<file path="src/rtl/path_err_pkg.sv">
package path_err_pkg;

  // Default measurement widths
  localparam int unsigned PE_CNT_W_DEF  = 10;
  localparam int unsigned PE_WARMUP_DEF = 2;

  // Comparison outcome of one cycle
  typedef enum logic [1:0] {
    CMP_SKIPPED = 2'd0,   // not yet armed or disabled
    CMP_AGREE   = 2'd1,   // paths matched
    CMP_ERROR   = 2'd2    // paths disagreed
  } cmp_result_e;

  // True when the two captured path results differ
  function automatic logic pe_disagree(input logic short_v, input logic long_v);
    return short_v ^ long_v;
  endfunction

  // Classify one cycle from arm state and path values
  function automatic cmp_result_e pe_classify(input logic live, input logic short_v,
                                              input logic long_v);
    if (!live)                          return CMP_SKIPPED;
    else if (pe_disagree(short_v, long_v)) return CMP_ERROR;
    else                                return CMP_AGREE;
  endfunction

endpackage

</file>
<file path="src/rtl/pe_stim_gen.sv">
module pe_stim_gen (
  input  logic clk_i,
  input  logic rst_i,
  input  logic en_i,
  output logic stim_o
);

  logic stim_q;

  // One transition per enabled cycle into both paths
  always_ff @(posedge clk_i) begin
    if (rst_i)     stim_q <= 1'b0;
    else if (en_i) stim_q <= ~stim_q;
  end

  assign stim_o = stim_q;

  // toggles when enabled
  assert_stim_toggle_R2: assert property (@(posedge clk_i) disable iff (rst_i)
    en_i |=> (stim_o != $past(stim_o)));

  // holds when disabled
  assert_stim_hold_R2: assert property (@(posedge clk_i) disable iff (rst_i)
    !en_i |=> $stable(stim_o));

endmodule

</file>
<file path="src/rtl/pe_path_compare.sv">
module pe_path_compare
  import path_err_pkg::*;
#(
  parameter int unsigned WARMUP_CYC = PE_WARMUP_DEF
) (
  input  logic clk_i,
  input  logic rst_i,
  input  logic en_i,
  input  logic short_path_i,
  input  logic long_path_i,
  output logic hit_o
);

  localparam int unsigned SW = $clog2(WARMUP_CYC + 2);
  localparam logic [SW-1:0] SETTLE_LIM = SW'(WARMUP_CYC);

  logic [SW-1:0] settle_q;
  logic          live_w;
  cmp_result_e   result_w;
  logic          hit_q;

  // Warm-up counter: restarts whenever enable is low
  assign live_w = (settle_q == SETTLE_LIM);

  always_ff @(posedge clk_i) begin
    if (rst_i || !en_i) settle_q <= '0;
    else if (!live_w)   settle_q <= settle_q + SW'(1);
  end

  assign result_w = pe_classify(live_w, short_path_i, long_path_i);

  // Registered mismatch flag; dropped when disabled
  always_ff @(posedge clk_i) begin
    if (rst_i)      hit_q <= 1'b0;
    else if (en_i)  hit_q <= (result_w == CMP_ERROR);
    else            hit_q <= 1'b0;
  end

  assign hit_o = hit_q;

  // first warm-up edge produces no hit
  assert_warmup_first_R3: assert property (@(posedge clk_i) disable iff (rst_i)
    ((WARMUP_CYC >= 1) && $rose(en_i)) |=> !hit_o);

  // second warm-up edge produces no hit
  assert_warmup_second_R3: assert property (@(posedge clk_i) disable iff (rst_i)
    ((WARMUP_CYC >= 2) && $rose(en_i)) |=> ##1 !hit_o);

  // a hit always stems from a real mismatch
  assert_hit_from_mismatch_R4: assert property (@(posedge clk_i) disable iff (rst_i)
    (hit_o && $past(!rst_i)) |-> ($past(short_path_i) != $past(long_path_i)));

  // matching paths never produce a hit
  assert_agree_no_hit_R5: assert property (@(posedge clk_i) disable iff (rst_i)
    (short_path_i == long_path_i) |=> !hit_o);

endmodule

</file>
<file path="src/rtl/pe_err_accum.sv">
module pe_err_accum
  import path_err_pkg::*;
#(
  parameter int unsigned CNT_W = PE_CNT_W_DEF
) (
  input  logic             clk_i,
  input  logic             rst_i,
  input  logic             en_i,
  input  logic             hit_i,
  output logic [CNT_W-1:0] cnt_o,
  output logic             msb_o
);

  localparam logic [CNT_W-1:0] HALF_CNT = CNT_W'(1) << (CNT_W - 1);

  logic [CNT_W-1:0] cnt_q;
  logic             msb_q;
  logic             bump_w;

  // Wrapping increment
  function automatic logic [CNT_W-1:0] wrap_inc(input logic [CNT_W-1:0] v);
    return v + CNT_W'(1);
  endfunction

  assign bump_w = en_i && hit_i;

  always_ff @(posedge clk_i) begin
    if (rst_i)       cnt_q <= '0;
    else if (bump_w) cnt_q <= wrap_inc(cnt_q);
  end

  // Registered top bit for clean period measurement
  always_ff @(posedge clk_i) begin
    if (rst_i) msb_q <= 1'b0;
    else       msb_q <= cnt_q[CNT_W-1];
  end

  assign cnt_o = cnt_q;
  assign msb_o = msb_q;

  // count only steps by one
  assert_count_step_R4: assert property (@(posedge clk_i) disable iff (rst_i)
    ($past(!rst_i) && !$stable(cnt_o)) |-> (cnt_o == CNT_W'($past(cnt_o) + CNT_W'(1))));

  // frozen while disabled
  assert_count_freeze_R7: assert property (@(posedge clk_i) disable iff (rst_i)
    !en_i |=> $stable(cnt_o));

  // top bit rises only after count reached half scale
  assert_msb_rise_R8: assert property (@(posedge clk_i) disable iff (rst_i)
    ($rose(msb_o) && $past(!rst_i)) |-> ($past(cnt_o) == HALF_CNT));

  // top bit falls only after the wrap to zero
  assert_msb_fall_R6: assert property (@(posedge clk_i) disable iff (rst_i)
    ($fell(msb_o) && $past(!rst_i)) |-> ($past(cnt_o) == '0));

endmodule

</file>
<file path="src/rtl/path_err_counter.sv">
module path_err_counter
  import path_err_pkg::*;
#(
  parameter int unsigned CNT_W      = PE_CNT_W_DEF,
  parameter int unsigned WARMUP_CYC = PE_WARMUP_DEF
) (
  input  logic             clk_i,
  input  logic             rst_i,
  input  logic             en_i,
  input  logic             short_path_i,
  input  logic             long_path_i,
  output logic             stim_o,
  output logic [CNT_W-1:0] err_cnt_o,
  output logic             err_msb_o
);

  // Named internal event: one error ready to be counted
  logic err_hit_w;

  pe_stim_gen u_stim (
    .clk_i  (clk_i),
    .rst_i  (rst_i),
    .en_i   (en_i),
    .stim_o (stim_o)
  );

  pe_path_compare #(.WARMUP_CYC(WARMUP_CYC)) u_cmp (
    .clk_i        (clk_i),
    .rst_i        (rst_i),
    .en_i         (en_i),
    .short_path_i (short_path_i),
    .long_path_i  (long_path_i),
    .hit_o        (err_hit_w)
  );

  pe_err_accum #(.CNT_W(CNT_W)) u_acc (
    .clk_i (clk_i),
    .rst_i (rst_i),
    .en_i  (en_i),
    .hit_i (err_hit_w),
    .cnt_o (err_cnt_o),
    .msb_o (err_msb_o)
  );

  // reset clears every output
  assert_reset_clear_R1: assert property (@(posedge clk_i)
    rst_i |=> (!stim_o && (err_cnt_o == '0) && !err_msb_o));

  // a pending error is dropped by reset
  assert_reset_drops_R9: assert property (@(posedge clk_i) disable iff (rst_i)
    $past(rst_i) |-> (err_cnt_o == '0));

endmodule

</file>
<file path="config.mk">
export PLATFORM = sky130hd
export DESIGN_NAME = path_err_counter
export DESIGN_NICKNAME = d
export VERILOG_FILES = /design/src/rtl/path_err_pkg.sv /design/src/rtl/pe_stim_gen.sv /design/src/rtl/pe_path_compare.sv /design/src/rtl/pe_err_accum.sv /design/src/rtl/path_err_counter.sv
export SDC_FILE = /design/constraint.sdc
export NUM_CORES = 1
export LEC_CHECK = 0
export BUFFER_PORTS_ARGS = -buffer_cell sky130_fd_sc_hd__buf_2
export CORE_AREA = 2 2 39 41
export DETAILED_ROUTE_END_ITERATION = 12
export DIE_AREA = 0 0 41 43
export GPL_TIMING_DRIVEN = 0
export PLACE_DENSITY = 0.73
export SYNTH_ARGS = -nofsm -noshare
export SYNTH_HDL_FRONTEND = slang
export SYNTH_SLANG_ARGS = --single-unit
</file>
<file path="constraint.sdc">
create_clock -name clk_i -period 3.3 [get_ports clk_i]
set_input_delay 0.495 -clock clk_i [delete_from_list [all_inputs] [get_ports clk_i]]
set_output_delay 0.495 -clock clk_i [all_outputs]
set_load 0.02 [all_outputs]
</file>
==> reports/results.ini <==
[timing]
slew_viol_final = 0
min_period_over_period = 0.4652
clock_skew_ps = 2.177
relSlewSlack = 0.7070
tns_ps = 0
setup_ws_ps = 1765
hold_viol = 0
fmax_mhz = 651.4
period_minus_slack_ps = 1535
max_slew.worst_pin.slew_ps = 439.6
setup_violations = 0
rsz0062_at_grt = no

[route]
vias = 565
drc_errors = 0
wl_per_cell_um = 11.31
drt_iter0_markers = 7
dr.pass1.iters = 4
via_per_inst = 5.330
postRouteAntennaNets = 0
wl_mm = 1.199

[place]
port-buffer-count = 16
dp_slack_ps = 1519
globalplace.congestion = 0.6419
dpl.cell_count = 102
dp_hpwl_um = 870.5

[grt]
grt_pass1_vias = 455
grt_max_degree = 11
grt_pass1_wl_mm = 1.925
grt_antenna_before_repair = 0
overflow = 0
grt_use_total = 0.1638

[critical_path]
ff2ff_path_depth = 4
worst_ep_required_time_ps = 3480
r2r_end = u_acc.cnt_o[9]$_SDFFE_PP0P_
cp.arrival_ps = 1710
reg2reg_slack_ps = 1760
cpMaxStageDelayCell = dfxtp_1
endpoint = u_acc.cnt_o[9]$_SDFFE_PP0P_
startpoint = u_acc.cnt_o[2]$_SDFFE_PP0P_
path_class = register to register
path_cells = nand4_2, buf_6, nor4_1, mux2_2
path_max_fanout = 10
r2r_start = u_acc.cnt_o[2]$_SDFFE_PP0P_
cpPeakStageDelay_ps = 420
worstSetupEndpointType = register
critPathLaunchType = register

[yosys]
postSynthCellCount = 70
synthesis.area_um2 = 633.1
synth_nets = 77
synth_warnings = 0
synth-seq-cells = 15
ys_seq_area_frac = 0.4743
syn_avg_cell_area_um2 = 9.044
yosysUniqueCellTypes = 21

[clock_network]
h-tree-depth = 1
hold_buffers = 0
cts_buffer_depth = 2
post_cts_resized = 0
cts_setup_buffers = 0
cts_tree = yes
cts.sinks = 15
clk_pin_slew_worst_paths_ps = 80
cts_buffers = 3
root_buffer = clkbuf_4
clock_latency_ps = 280

[finish]
nFillCells = 134
stdcell_count = 106
areaGrowthSynthToFinish_pct = 19.96
antenna_cells = 0
drive_gt1_frac = 0.2444
multi_input_area_um2 = 310.3
most-common-layout-cells = buf_2, dfxtp_1, a21oi_1
final_util = 0.5488
register_area_um2 = 300.3
mostFrequentLayoutCell = buf_2
nNetsFinal = 98

[power]
powerDensity_mw_per_mm2 = 405.3
ir_drop_v = 0.0001871
fin_total_pwr_w = 0.0003078
p_leak_nw = 0.3245

[floorplanning]
die_area_mm2 = 0.001763
fp.coreArea_mm2 = 0.001384
initial_core_util = 0.4575
ioPinCount = 17
fp.dieH_um = 43
rows = 14
die_w_um = 41

[min_path]
hold_path.class = input port to register

[outcome]
outcome = completed

[flow_run]
cap_violations = 0

[Yosys cell counts (all sizes together)]
cell / number / area (µm²)
or3: 4 / 25.02
nand4: 1 / 12.51
or2b: 1 / 7.510
nand3: 6 / 30.03
o31ai: 2 / 15.01
nor4: 1 / 6.260
ha: 2 / 25.02
nand2: 5 / 18.77
o21ai: 4 / 20.02
buf: 2 / 15.01
a21oi: 8 / 40.04
inv: 2 / 7.510
mux2: 1 / 11.26
dfxtp: 15 / 300.3
or4: 2 / 15.01
xor2: 3 / 26.28
nor3b: 1 / 7.510
xnor2: 2 / 17.52
nor2: 7 / 26.28
nor2b: 1 / 6.260
[metal layers]
layer	vias up	wire, µm	part of all wire	track usage
met1	256	574	0.48	0.2204
li1	290	-	-	-
met3	4	65	0.054	0.04712
met5	-	0	0	0
met4	0	27	0.023	0.1000
met2	15	532	0.44	0.2219
[metrics by stage]
step                instance area [µm²]  hold WS (ps)
finish                            759.5         426.2
floorplan                         633.1         462.6
CTS                               759.5         419.7
global placement                  733.2         474.6
global route                      759.5         431.4
detailed placement                733.2         488.1
[logic make-up after synthesis]
kind of cell	after synthesis	synth area share
flip-flops	15	0.4743
buffers and inverters	4	0.03557
AO/OA/AOI/OAI	14	0.1186
AND/OR/NAND/NOR	29	0.2451
multiplexers	1	0.01779
adder cells (fa/ha/maj)	2	0.03952
XOR/XNOR	5	0.06918
[report_power, final]
group	leakage, nW	total, W	internal [W]	switching [W]
combinational	0.188	0.0000182	0.00000784	0.0000104
clock	0.0150	0.000104	0.0000469	0.0000573
sequential	0.121	0.000185	0.000184	0.00000182
[state kept, by name, summed over array words and instances, names as in the netlist]
signal	count
u_cmp.hit_o	1
u_cmp.settle_q	2
u_acc.cnt_o	10
u_stim.stim_o	1
u_acc.msb_o	1
[worst max-delay path, delay by kind of cell (launching register included)]
kind	cells	cell delay, ps
multiplexers	1	370
AND/OR/NAND/NOR	2	480
buffers and inverters	1	160
flip-flops	1	420
[worst min-delay path by stage]
| stage | start | end | slack, ps | cells after the start |
|---|---|---|---|---|
| 4_1_cts | rst_i | u_acc.msb_o$_SDFF_PP0_ | 420 | 2 |
| 6_report | rst_i | u_acc.msb_o$_SDFF_PP0_ | 430 | 2 |
| 3_5_place_dp | u_acc.cnt_o[9]$_SDFFE_PP0P_ | u_acc.msb_o$_SDFF_PP0_ | 490 | 1 |
| 5_1_grt | rst_i | u_acc.msb_o$_SDFF_PP0_ | 430 | 2 |
| 2_1_floorplan | u_cmp.settle_q[1]$_SDFFE_PP0P_ | u_cmp.settle_q[1]$_SDFFE_PP0P_ | 460 | 2 |
| 3_3_place_gp | u_cmp.settle_q[1]$_SDFFE_PP0P_ | u_cmp.settle_q[1]$_SDFFE_PP0P_ | 470 | 2 |
[area by class of cell]
type / instances / area share
buffer: 2 / 0.01977
clock buffer: 4 / 0.03460
inverter: 2 / 0.009885
multi-input combinational: 51 / 0.4086
sequential: 15 / 0.3954
tap: 16 / 0.02636
timing repair buffer: 16 / 0.1054
(Power assumes the default switching activity.)
